[src/rtl/sll_pkg.sv]
package sll_pkg;
  localparam int unsigned DEF_WORD_W = 18;
  localparam int unsigned DEF_ADDR_W = 2;
  localparam int unsigned DEF_SYNC_N = 2;
endpackage

[src/rtl/sll_pin_sync.sv]
module sll_pin_sync #(
  parameter int unsigned STAGES = sll_pkg::DEF_SYNC_N
) (
  input  logic clk,
  input  logic rst_n,
  input  logic pin_i,
  output logic lvl_o
);
  logic [STAGES-1:0] chain_q;

  always_ff @(posedge clk or negedge rst_n) begin
    if (!rst_n) chain_q <= '0;
    else        chain_q <= {chain_q[STAGES-2:0], pin_i};
  end

  assign lvl_o = chain_q[STAGES-1];
endmodule

[src/rtl/sll_shifter.sv]
module sll_shifter #(
  parameter int unsigned WORD_W = sll_pkg::DEF_WORD_W
) (
  input  logic              clk,
  input  logic              rst_n,
  input  logic              step_i,
  input  logic              bit_i,
  output logic [WORD_W-1:0] word_o
);
  function automatic logic [WORD_W-1:0] push_bit(input logic [WORD_W-1:0] w, input logic b);
    return {w[WORD_W-2:0], b};
  endfunction

  always_ff @(posedge clk or negedge rst_n) begin
    if (!rst_n)      word_o <= '0;
    else if (step_i) word_o <= push_bit(word_o, bit_i);
  end
endmodule

[src/rtl/sll_slot_bank.sv]
module sll_slot_bank #(
  parameter int unsigned ADDR_W = sll_pkg::DEF_ADDR_W,
  parameter int unsigned PAY_W  = sll_pkg::DEF_WORD_W - sll_pkg::DEF_ADDR_W,
  localparam int unsigned SLOTS = 1 << ADDR_W
) (
  input  logic                   clk,
  input  logic                   rst_n,
  input  logic                   wr_i,
  input  logic [ADDR_W-1:0]      addr_i,
  input  logic [PAY_W-1:0]       pay_i,
  input  logic [SLOTS-1:0]       tc_i,
  output logic [SLOTS*PAY_W-1:0] hold_o,
  output logic [SLOTS*PAY_W-1:0] act_o,
  output logic [SLOTS-1:0]       upd_o
);
  function automatic logic [SLOTS-1:0] decode_slot(input logic [ADDR_W-1:0] a);
    logic [SLOTS-1:0] r;
    r = '0;
    r[a] = 1'b1;
    return r;
  endfunction

  logic [SLOTS-1:0] sel;
  assign sel = wr_i ? decode_slot(addr_i) : '0;

  for (genvar k = 0; k < SLOTS; k++) begin : g_slot
    logic [PAY_W-1:0] hold_q, act_q;
    logic             upd_q;

    always_ff @(posedge clk or negedge rst_n) begin
      if (!rst_n) begin
        hold_q <= '0;
        act_q  <= '0;
        upd_q  <= 1'b0;
      end else begin
        upd_q <= sel[k];
        if (sel[k])  hold_q <= pay_i;
        if (tc_i[k]) act_q  <= hold_q;
      end
    end

    assign hold_o[k*PAY_W +: PAY_W] = hold_q;
    assign act_o[k*PAY_W +: PAY_W]  = act_q;
    assign upd_o[k]                 = upd_q;
  end
endmodule

[src/rtl/serial_latch_loader.sv]
module serial_latch_loader #(
  parameter int unsigned WORD_W = sll_pkg::DEF_WORD_W,
  parameter int unsigned ADDR_W = sll_pkg::DEF_ADDR_W,
  parameter int unsigned SYNC_N = sll_pkg::DEF_SYNC_N,
  localparam int unsigned PAY_W = WORD_W - ADDR_W,
  localparam int unsigned SLOTS = 1 << ADDR_W
) (
  input  logic                   clk,
  input  logic                   rst_n,
  input  logic                   ser_clk_i,
  input  logic                   ser_dat_i,
  input  logic                   ser_le_i,
  input  logic [SLOTS-1:0]       tc_i,
  output logic [SLOTS*PAY_W-1:0] hold_o,
  output logic [SLOTS*PAY_W-1:0] act_o,
  output logic [SLOTS-1:0]       upd_o
);
  logic sclk_lvl, sdat_lvl, le_lvl;
  logic sclk_prev, le_prev;
  logic sclk_rise, le_rise;
  logic [WORD_W-1:0] shift_word;

  sll_pin_sync #(.STAGES(SYNC_N)) u_sync_clk (.clk(clk), .rst_n(rst_n), .pin_i(ser_clk_i), .lvl_o(sclk_lvl));
  sll_pin_sync #(.STAGES(SYNC_N)) u_sync_dat (.clk(clk), .rst_n(rst_n), .pin_i(ser_dat_i), .lvl_o(sdat_lvl));
  sll_pin_sync #(.STAGES(SYNC_N)) u_sync_le  (.clk(clk), .rst_n(rst_n), .pin_i(ser_le_i),  .lvl_o(le_lvl));

  always_ff @(posedge clk or negedge rst_n) begin
    if (!rst_n) begin
      sclk_prev <= 1'b0;
      le_prev   <= 1'b0;
    end else begin
      sclk_prev <= sclk_lvl;
      le_prev   <= le_lvl;
    end
  end

  assign sclk_rise = sclk_lvl & ~sclk_prev;
  assign le_rise   = le_lvl & ~le_prev;

  sll_shifter #(.WORD_W(WORD_W)) u_shift (
    .clk(clk), .rst_n(rst_n), .step_i(sclk_rise), .bit_i(sdat_lvl), .word_o(shift_word)
  );

  sll_slot_bank #(.ADDR_W(ADDR_W), .PAY_W(PAY_W)) u_bank (
    .clk(clk), .rst_n(rst_n), .wr_i(le_rise),
    .addr_i(shift_word[ADDR_W-1:0]), .pay_i(shift_word[WORD_W-1:ADDR_W]),
    .tc_i(tc_i), .hold_o(hold_o), .act_o(act_o), .upd_o(upd_o)
  );
endmodule

[config.mk]
export PLATFORM = sky130hd
export DESIGN_NAME = serial_latch_loader
export DESIGN_NICKNAME = d
export VERILOG_FILES = /design/src/rtl/sll_pkg.sv /design/src/rtl/sll_pin_sync.sv /design/src/rtl/sll_shifter.sv /design/src/rtl/sll_slot_bank.sv /design/src/rtl/serial_latch_loader.sv
export SDC_FILE = /design/constraint.sdc
export NUM_CORES = 1
export LEC_CHECK = 0
export BUFFER_PORTS_ARGS = -buffer_cell sky130_fd_sc_hd__buf_2
export CAP_MARGIN = 10
export CELL_PAD_IN_SITES_DETAIL_PLACEMENT = 1
export CELL_PAD_IN_SITES_GLOBAL_PLACEMENT = 1
export CORE_MARGIN = 1
export CORE_UTILIZATION = 45
export CTS_BUF_LIST = sky130_fd_sc_hd__clkbuf_8
export DETAILED_ROUTE_END_ITERATION = 8
export GPL_ROUTABILITY_DRIVEN = 0
export GPL_TIMING_DRIVEN = 0
export PLACE_DENSITY_LB_ADDON = 0.12
export SLEW_MARGIN = 20
export SYNTH_ARGS = -nofsm -noshare
export SYNTH_HDL_FRONTEND = slang
export SYNTH_SLANG_ARGS = --single-unit
[constraint.sdc]
create_clock -name clk -period 2.7 [get_ports clk]
set_clock_uncertainty 0.1 [all_clocks]
set_input_delay 0.675 -clock clk [delete_from_list [all_inputs] [get_ports clk]]
set_output_delay 0.675 -clock clk [all_outputs]
set_load 0.01 [all_outputs]
==> out/qor.txt, run 1 <==
Max VDD drop - 0.476 mV
Worst Reg-to-Reg Cells - 3
Worst-Skew Late Latency - 0.44 ns
Area of the multi-input gates - 1710 sq um
Gr ovfl total - 0
Final core utilization - 56.7%
Die ar. - 13,400 sq um
CTS tree - built
Final wirelength - 11,400 microns
Critical path capture point type - flip-flop
Largest stage delay, worst path - 0.68 ns
Via density - 4.89
Fin. Hold Viols - 0
Worst Hold Class - input port to asynchronous set/reset pin
Filler cells - 1,285
Slew HR - 54.5%
Fin. max-slew vios - 0
Yosys reg bits - 158
Comb pwr share - 25.7%
Register share of total power - 50.2%
Cell Chain, Critical Path - nor4b_4, buf_6, mux2_2
Starting Density - 46.0%
Yosys warns - 0
Input/output buffers - 136
Family with the most delay on the worst path - simple AND/OR/NAND/NOR gates
Setup Viol. Count Final - 0
Root buffer selected by CTS - clkbuf_8
First-pass GRT wire length - 18,400 microns
WL per Instance - 17.0 microns
Register Area - 3950 sq um
Crit path from - u_shift.word_o[1]
Maximum fanout along the worst path - 10
Unique cell type count in the Yosys netlist - 11
Max-Cap Viols - 0
Die W - 116 microns
Worst EP arrival - 2.18 ns
CORE AREA - 12,600 sq um
Clock Power Share - 24.0%
Final min period - 1.96 ns
Cell Area, Synth - 5810 sq um
Tcrit/Tclk final - 72.5%
Number of global-route vias before repair - 3,370
Status - complete, no violations
Initial antenna violation count - 0
R2R Setup Slk - 0.74 ns
Syn nets - 339
R2r endpoint - u_bank.g_slot[0].hold_q[7]
Cell taking the most area after synthesis - dfrtp_1
Fraction of layout cells with a size suffix above 1 - 66.1%
H-tree Lvls - 4
Setup CP Type - flip-flop to flip-flop
Post-synthesis cell count - 330
Synth top area share - 68.1%
Largest net degree at the start of global routing - 95
Initial DRC count - 96
CTS Hold Buffers Added - 0
NetSw - 0.00224 W
Fin Hold WS - 0.0729 ns
Clock Path Buffers - 2
Tightest Pin Transition - 0.679 ns
Syn avg cell area - 17.6 sq um
Post-cts sizing count - 0
HPWL after DPL - 8220 microns
Worst slack at placement - 0.664 ns
Top Ports - 141
Die Ht - 116 microns
Power Density - 1040 nW/um^2
Layout area overhead - 23.2%
F_max - 511 MHz
Sink Count - 158
CP required - 2.93 ns
Worst path slowest cell - nor4b_4
Internal - 0.00517 W
Crit start category - flip-flop
Total CTS buffers - 17
Ant. Diodes - 0
Buffer and inverter count on the worst path - 1
DRT antenna net count - 0
Clk slew on worst S/H paths - 0.08 ns
RSZ-0062 raised after global routing - false
Switch share - 30.2%
Post-synthesis sequential area ratio - 68.1%
Nets - 495
R2r startpoint - u_shift.word_o[1]
Routed vias - 3,278
Num rows - 41
Postcts setup bufs - 0
GRT Resource Usage Total - 19.0%
DRT Pass-1 Iters - 4
DRC Markers - 0
Leakage - 3.82 nW
Final WS setup - 0.742 ns
Main area contributors after synthesis - dfrtp_1 (68%), mux2_2 (28%), buf_6 (0.97%), buf_2 (0.60%), buf_4 (0.52%)
-- power groups by stage --
stage | sequential [W] | clock, W | combinational [W]
5_1_grt | 0.00385 | 0.00193 | 0.00209
3_5_place_dp | 0.00380 | 0 | 0.00194
6_report | 0.00372 | 0.00178 | 0.00191
2_1_floorplan | 0.00392 | 0 | 0.000773
4_1_cts | 0.00375 | 0.00184 | 0.00195
3_3_place_gp | 0.00374 | 0 | 0.00187
-- cells by family after synthesis --
kind of cell           Yosys count  synth area share [%]
DFF                            158                  68.1
muxes                          146                  28.3
buffers and inverters           21                  2.41
and+or+nand+nor                  5                  1.21
-- cells in the mapped netlist --
| library cell | number |
|---|---|
| nor2b_1 | 1 |
| inv_1 | 1 |
| mux2_2 | 146 |
| nor4b_4 | 1 |
| buf_2 | 7 |
| and4bb_2 | 2 |
| buf_6 | 5 |
| clkbuf_1 | 4 |
| buf_4 | 4 |
| dfrtp_1 | 158 |
| nand4b_2 | 1 |
-- cell type report --
class | count | area share, %
multi-input cells | 151 | 24.0
repair buffers | 137 | 10.0
plain buffers | 20 | 1.91
clock buffers | 21 | 4.04
clock inverters | 11 | 1.73
inverters | 1 | 0.0525
flip-flops and latches | 158 | 55.3
well taps | 172 | 3.01
-- routing by layer --
metal | up-vias | routed length [microns] | track usage, %
li1 | 1476 | - | -
met1 | 1703 | 4580 | 22.7
met2 | 87 | 6130 | 32.4
met3 | 12 | 514 | 4.81
met4 | 0 | 157 | 8.63
met5 | - | 0 | 0
-- registers in the layout (all words and copies together), names as in the netlist --
signal                cells
le_prev                   1
u_sync_le.chain_q         2
sclk_prev                 1
u_shift.word_o           18
u_bank.g_slot.upd_q       4
u_sync_clk.chain_q        2
u_sync_dat.chain_q        2
u_bank.g_slot.hold_q     64
u_bank.g_slot.act_q      64
-- how the worst max path moves through the flow --
stage / to / slack [ns] / cells past startpoint
floorplan: u_bank.g_slot[0].act_q[10] / 0.98 / 3
global placement: u_bank.g_slot[2].act_q[1] / -1.44 / 1
detailed placement: u_bank.g_slot[0].act_q[9] / 0.66 / 3
CTS: u_bank.g_slot[0].hold_q[7] / 0.72 / 3
global route: u_bank.g_slot[0].hold_q[8] / 0.66 / 3
finish: u_bank.g_slot[0].hold_q[7] / 0.74 / 3
-- cells in the final DEF, fill, tap and decap left out, drive strengths merged --
cell type / count
dfrtp: 158
buf: 153
mux2: 146
clkbuf: 25
inv: 6
clkinv: 3
bufinv: 3
and4bb: 2
nor4b: 1
nand4b: 1
nor2b: 1
-- through the flow --
stage,total power [W],instances,setup TNS [ns],cell area [sq um]
6_report,0.00741,671,0,7150
5_1_grt,0.00788,671,0,7150
4_1_cts,0.00754,671,0,7150
3_5_place_dp,0.00574,639,0,6740
3_3_place_gp,0.00561,638,-225.20,6700
2_1_floorplan,0.00469,330,0,5810
Note: power is estimated with default switching activity, not from simulation.
==> inputs of run 2 (changes only) <==
--- a/config.mk
+++ b/config.mk
@@ -10,7 +10,7 @@
 export CELL_PAD_IN_SITES_DETAIL_PLACEMENT = 1
 export CELL_PAD_IN_SITES_GLOBAL_PLACEMENT = 1
 export CORE_MARGIN = 1
-export CORE_UTILIZATION = 45
+export CORE_UTILIZATION = 41
 export CTS_BUF_LIST = sky130_fd_sc_hd__clkbuf_8
 export DETAILED_ROUTE_END_ITERATION = 8
 export GPL_ROUTABILITY_DRIVEN = 0
==> constraint.sdc (replaced) <==
create_clock -name clk -period 1.71 [get_ports clk]
set_clock_uncertainty 0.1 [all_clocks]
set_input_delay 0.4275 -clock clk [delete_from_list [all_inputs] [get_ports clk]]
set_output_delay 0.4275 -clock clk [all_outputs]
set_load 0.01 [all_outputs]
==> out/qor.txt, run 2 (synthesis results as in run 1) <==
Status - complete, no violations
Setup CP Type - flip-flop to flip-flop
HPWL after DPL - 8250 microns (+0.30%)
Critical path capture point type - flip-flop
Maximum fanout along the worst path - 10 (unchanged)
Worst Hold Class - flip-flop to flip-flop
Commonest non-fill, non-tap cells in the layout - dfrtp_1 (156), mux2_2 (146), buf_2 (142)
Setup Viol. Count Final - 0 (unchanged)
Clock Path Buffers - 2 (unchanged)
GRT Resource Usage Total - 17.4% (-1.5 points)
Initial antenna violation count - 0 (unchanged)
F_max - 607 MHz (+19%)
Largest net degree at the start of global routing - 99 (+4.2%)
Ant. Diodes - 0 (unchanged)
Tightest Pin Transition - 0.484 ns (-0.194 ns)
TNS Setup - 0 ns (unchanged)
DRC Markers - 0 (unchanged)
First-pass GRT wire length - 19,000 microns (+3.5%)
Final min period - 1.65 ns (-0.310 ns)
Slew HR - 67.7% (+13 points)
Worst path slowest cell - dfrtp_2
Layout area overhead - 24.8%
Cell Chain, Critical Path - and4bb_2, buf_6, buf_8, mux2_2
Total CTS buffers - 17 (unchanged)
Most common cell after layout, fill and taps aside - dfrtp_1
Fin. Hold Viols - 0 (unchanged)
Tcrit/Tclk final - 96.4% (+24 points)
Die Ht - 121 microns (+4.7%)
Die W - 121 microns (+4.7%)
Max-Cap Viols - 0 (unchanged)
Nets - 501 (+1.2%)
Fin. max-slew vios - 0 (unchanged)
H-tree Lvls - 4 (unchanged)
CP required - 1.93 ns (-1.00 ns)
DRT Pass-1 Iters - 4 (unchanged)
Number of global-route vias before repair - 3,519 (+4.4%)
CORE AREA - 13,800 sq um (+9.6%)
Final wirelength - 11,800 microns (+3.4%)
CTS tree - built
Clk slew on worst S/H paths - 0.08 ns (about the same)
Num rows - 43 (+4.9%)
Leakage - 3.83 nW (+0.46%)
Input/output buffers - 136 (unchanged)
RSZ-0062 raised after global routing - false
Final WS setup - 0.0620 ns (-0.680 ns)
Die ar. - 14,600 sq um (+9.6%)
R2R Setup Slk - 0.06 ns (-0.68 ns)
WL per Instance - 17.2 microns (+1.3%)
Final core utilization - 52.4% (-4.3 points)
Fin Hold WS - 0.253 ns (+0.180 ns)
Worst slack at placement - -0.204 ns (-0.868 ns)
Root buffer selected by CTS - clkbuf_8
Max VDD drop - 0.677 mV (+42%)
Routed vias - 3,310 (+0.98%)
Gr ovfl total - 0 (unchanged)
Sink Count - 158 (unchanged)
Worst-Skew Late Latency - 0.44 ns (about the same)
Initial DRC count - 129 (+34%)
Largest registers - u_bank.g_slot.act_q: 64 flops, u_bank.g_slot.hold_q: 64 flops, u_shift.word_o: 18 flops
Power Density - 1630 nW/um^2 (+57%)
Via density - 4.83 (-1.1%)
Top Ports - 141 (unchanged)
Fraction of layout cells with a size suffix above 1 - 66.5% (+0.40 points)
Largest stage delay, worst path - 0.47 ns (-0.21 ns)
DRT antenna net count - 0 (unchanged)
Starting Density - 42.0% (-4.0 points)
Worst EP arrival - 1.87 ns (-0.31 ns)
Crit start category - flip-flop
run 2: cell types whose count changed in the layout (fill, tap and decap cells not counted):
cell	before	now
nand4b_2	1	0
buf_8	1	3
dfrtp_1	158	156
inv_1	6	4
bufinv_16	3	4
clkbuf_8	21	18
nand4b_4	0	1
clkinvlp_4	0	4
buf_6	5	3
dfrtp_2	0	2
dlygate4sd3_1	0	4
buf_4	4	6
run 2: layer usage:
metal / GRT usage [%] / vias up / share of wire, %
met2: 30.0 / 85 / 53
met4: 7.18 / 0 / 1.5
met5: 0 / - / 0
li1: - / 1481 / -
met1: 20.7 / 1728 / 42
met3: 4.42 / 16 / 4.3
run 2: path summary, 6_finish.rpt:
path	start	to	depth (start not counted)
worst max-delay path	u_shift.word_o[0]	u_bank.g_slot[2].hold_q[11]	4
worst min-delay path	u_sync_le.chain_q[0]	u_sync_le.chain_q[1]	0
worst max register to register	u_shift.word_o[0]	u_bank.g_slot[2].hold_q[11]	4
worst min register to register	u_sync_le.chain_q[0]	u_sync_le.chain_q[1]	0
max in group asynchronous	rst_n	u_bank.g_slot[1].hold_q[4]	3
min in group asynchronous	rst_n	u_bank.g_slot[3].act_q[10]	2
run 2: final cells by class:
cell class	instances	area [sq um]
buffer	20	144
timing repair buffer	143	773
sequential	158	3960
multi-input combinational	151	1720
tap	180	225
fill	1356	6580
inverter	1	3.75
clock buffer	18	248
clock inverter	14	176
run 2: report_power, final:
group          switching (W)  internal (W)
logic                0.00134       0.00167
registers           0.000971       0.00493
clock network        0.00130       0.00160
total                0.00361       0.00821
run 2: timing repair:
| item | in CTS | in global routing |
|---|---|---|
| resized for setup | 0 | 5 |
| buffers inserted | 2 | 0 |
| hold buffers | 4 | 0 |
| endpoints found under the setup margin | 16 | 22 |
| pin swaps | 1 | 0 |
| hold endpoints to repair | 63 | 0 |
run 2: worst max-delay path: cells and delay by family (launching register included):
family        cells  cell delay, ns
buf+inv           2            0.30
flops             1            0.47
mux               1            0.34
simple gates      1            0.32
run 2: stage by stage:
step                      total power [W]  cell area (sq um)  instances
after global placement            0.00888               6710        646
after global routing               0.0126               7250        685
after detailed placement          0.00906               6750        647
after floorplan                   0.00741               5810        330
final                              0.0118               7250        685
after CTS                          0.0120               7230        685
==> inputs of run 3 (changes only) <==
--- a/config.mk
+++ b/config.mk
@@ -16,6 +16,7 @@
 export GPL_ROUTABILITY_DRIVEN = 0
 export GPL_TIMING_DRIVEN = 0
 export PLACE_DENSITY_LB_ADDON = 0.12
+export RECOVER_POWER = 50
 export SLEW_MARGIN = 20
 export SYNTH_ARGS = -nofsm -noshare
 export SYNTH_HDL_FRONTEND = slang
==> out/qor.txt, run 3 (synthesis results as in run 1) <==
Layout area overhead - 24.8% (about the same)
Routed vias - 3,310 (unchanged)
Worst path slowest cell - dfrtp_2
Final WS setup - 0.0630 ns (+0.00102 ns)
Nets - 501 (unchanged)
Maximum fanout along the worst path - 10 (unchanged)
CORE AREA - 13,800 sq um (unchanged)
Die Ht - 121 microns (unchanged)
Num rows - 43 (unchanged)
Fin. Hold Viols - 0 (unchanged)
Max-Cap Viols - 0 (unchanged)
Register share of total power - 49.9% (about the same)
Initial antenna violation count - 0 (unchanged)
WL per Instance - 17.2 microns (+0.20%)
Setup CP Type - flip-flop to flip-flop
Commonest non-fill, non-tap cells in the layout - dfrtp_1 (156), mux2_2 (146), buf_2 (138)
Setup Viol. Count Final - 0 (unchanged)
Cell Chain, Critical Path - and4bb_2, buf_6, buf_8, mux2_2
Worst EP arrival - 1.87 ns (about the same)
Largest net degree at the start of global routing - 99 (unchanged)
Root buffer selected by CTS - clkbuf_8
Gr ovfl total - 0 (unchanged)
Total CTS buffers - 17 (unchanged)
Switch share - 30.6% (+0.047 points)
Status - complete, no violations
Slew HR - 57.6% (-10 points)
H-tree Lvls - 4 (unchanged)
Most common cell after layout, fill and taps aside - dfrtp_1
Family with the most delay on the worst path - flip-flops
Clock Power Share - 24.6% (about the same)
Worst slack at placement - -0.204 ns (unchanged)
DRT antenna net count - 0 (unchanged)
GRT Resource Usage Total - 17.4% (unchanged)
Leakage - 3.83 nW (-0.21%)
Die W - 121 microns (unchanged)
Input/output buffers - 136 (unchanged)
Largest registers - u_bank.g_slot.act_q: 64 flops, u_bank.g_slot.hold_q: 64 flops, u_shift.word_o: 18 flops
Top Ports - 141 (unchanged)
Starting Density - 42.0% (unchanged)
Final min period - 1.65 ns (-0.00102 ns)
Final wirelength - 11,800 microns (+0.20%)
Number of global-route vias before repair - 3,519 (unchanged)
Internal - 0.00820 W (about the same)
DRT Pass-1 Iters - 4 (unchanged)
Clock Path Buffers - 2 (unchanged)
Crit start category - flip-flop
HPWL after DPL - 8250 microns (unchanged)
CTS tree - built
RSZ-0062 raised after global routing - false
Fraction of layout cells with a size suffix above 1 - 65.9% (-0.59 points)
Worst-Skew Late Latency - 0.44 ns (about the same)
Max VDD drop - 0.677 mV (about the same)
Via density - 4.83 (unchanged)
Tcrit/Tclk final - 96.3% (about the same)
Critical path capture point type - flip-flop
DRC Markers - 0 (unchanged)
CP required - 1.93 ns (about the same)
Ant. Diodes - 0 (unchanged)
Tightest Pin Transition - 0.636 ns (+0.152 ns)
Worst Hold Class - flip-flop to flip-flop
Comb pwr share - 25.4% (about the same)
First-pass GRT wire length - 19,000 microns (unchanged)
Largest stage delay, worst path - 0.47 ns (about the same)
Fin. max-slew vios - 0 (unchanged)
Sink Count - 158 (unchanged)
Die ar. - 14,600 sq um (unchanged)
Power Density - 1630 nW/um^2 (+0.11%)
Clk slew on worst S/H paths - 0.08 ns (about the same)
Design Area, Final - 7250 sq um (about the same)
NetSw - 0.00362 W (+0.21%)
Initial DRC count - 114 (-12%)
F_max - 607 MHz (about the same)
Area of placed instances - 6750 sq um (unchanged)
Buffer and inverter count on the worst path - 2 (unchanged)
==> run 3: cell count changes in the layout (fill, tap and decap cells not counted), sizes merged <==
cell    before  now
clkbuf      22   26
buf        155  151
==> run 3: final timing paths <==
path                                 startpoint                           to  slack (ns)  cells after the start
hold reg to reg            u_sync_le.chain_q[0]         u_sync_le.chain_q[1]        0.25                      0
min in group asynchronous                 rst_n   u_bank.g_slot[3].act_q[10]        0.41                      2
hold / removal             u_sync_le.chain_q[0]         u_sync_le.chain_q[1]        0.25                      0
setup / recovery              u_shift.word_o[0]  u_bank.g_slot[2].hold_q[11]        0.06                      4
max in group asynchronous                 rst_n  u_bank.g_slot[1].hold_q[15]        0.28                      3
setup reg to reg              u_shift.word_o[0]  u_bank.g_slot[2].hold_q[11]        0.06                      4
==> run 3: stage by stage <==
step                      util, %  total power (W)  cells  hold slack, ns  TNS [ns]
after detailed placement     48.8          0.00906    647           0.236     -3.44
after CTS                    52.3           0.0120    685           0.255         0
after floorplan                 -          0.00741    330          0.0319         0
final                        52.4           0.0118    685           0.253         0
after global routing         52.4           0.0126    685           0.260         0
after global placement       48.6          0.00888    646           0.234   -344.24
==> run 3: worst reg2reg max path: stages, from the launching register on <==
cell and delay, ns:
dfrtp_2 0.47, and4bb_2 0.32, buf_6 0.15, buf_8 0.16
mux2_2 0.34
==> run 3: metal layers <==
metal | routed length (microns) | part of all wire (%) | global-route usage, % | vias to the layer above
li1 | - | - | - | 1480
met1 | 4940 | 42 | 20.7 | 1729
met2 | 6170 | 52 | 30.0 | 85
met3 | 506 | 4.3 | 4.42 | 16
met4 | 182 | 1.5 | 7.18 | 0
met5 | 0 | 0 | 0 | -
==> run 3: power groups by stage <==
stage	logic, W	registers (W)	clock network (W)
2_1_floorplan	0.00122	0.00619	0
3_3_place_gp	0.00296	0.00593	0
3_5_place_dp	0.00305	0.00602	0
4_1_cts	0.00307	0.00595	0.00301
5_1_grt	0.00327	0.00612	0.00316
6_report	0.00301	0.00590	0.00291
==> run 3: layout make-up <==
cell class | count | area (sq um)
fill | 1359 | 6580
sequential | 158 | 3960
multi-input combinational | 151 | 1720
timing repair buffer | 143 | 773
clock buffer | 18 | 248
tap | 180 | 225
clock inverter | 14 | 176
buffer | 20 | 140
inverter | 1 | 3.75
==> run 3: timing repair <==
action,CTS,global route
hold buffers,4,0
gates resized for setup,0,5
hold endpoints to repair,63,0
pin swaps,1,0
endpoints found under the setup margin,16,22
setup buffers,2,0
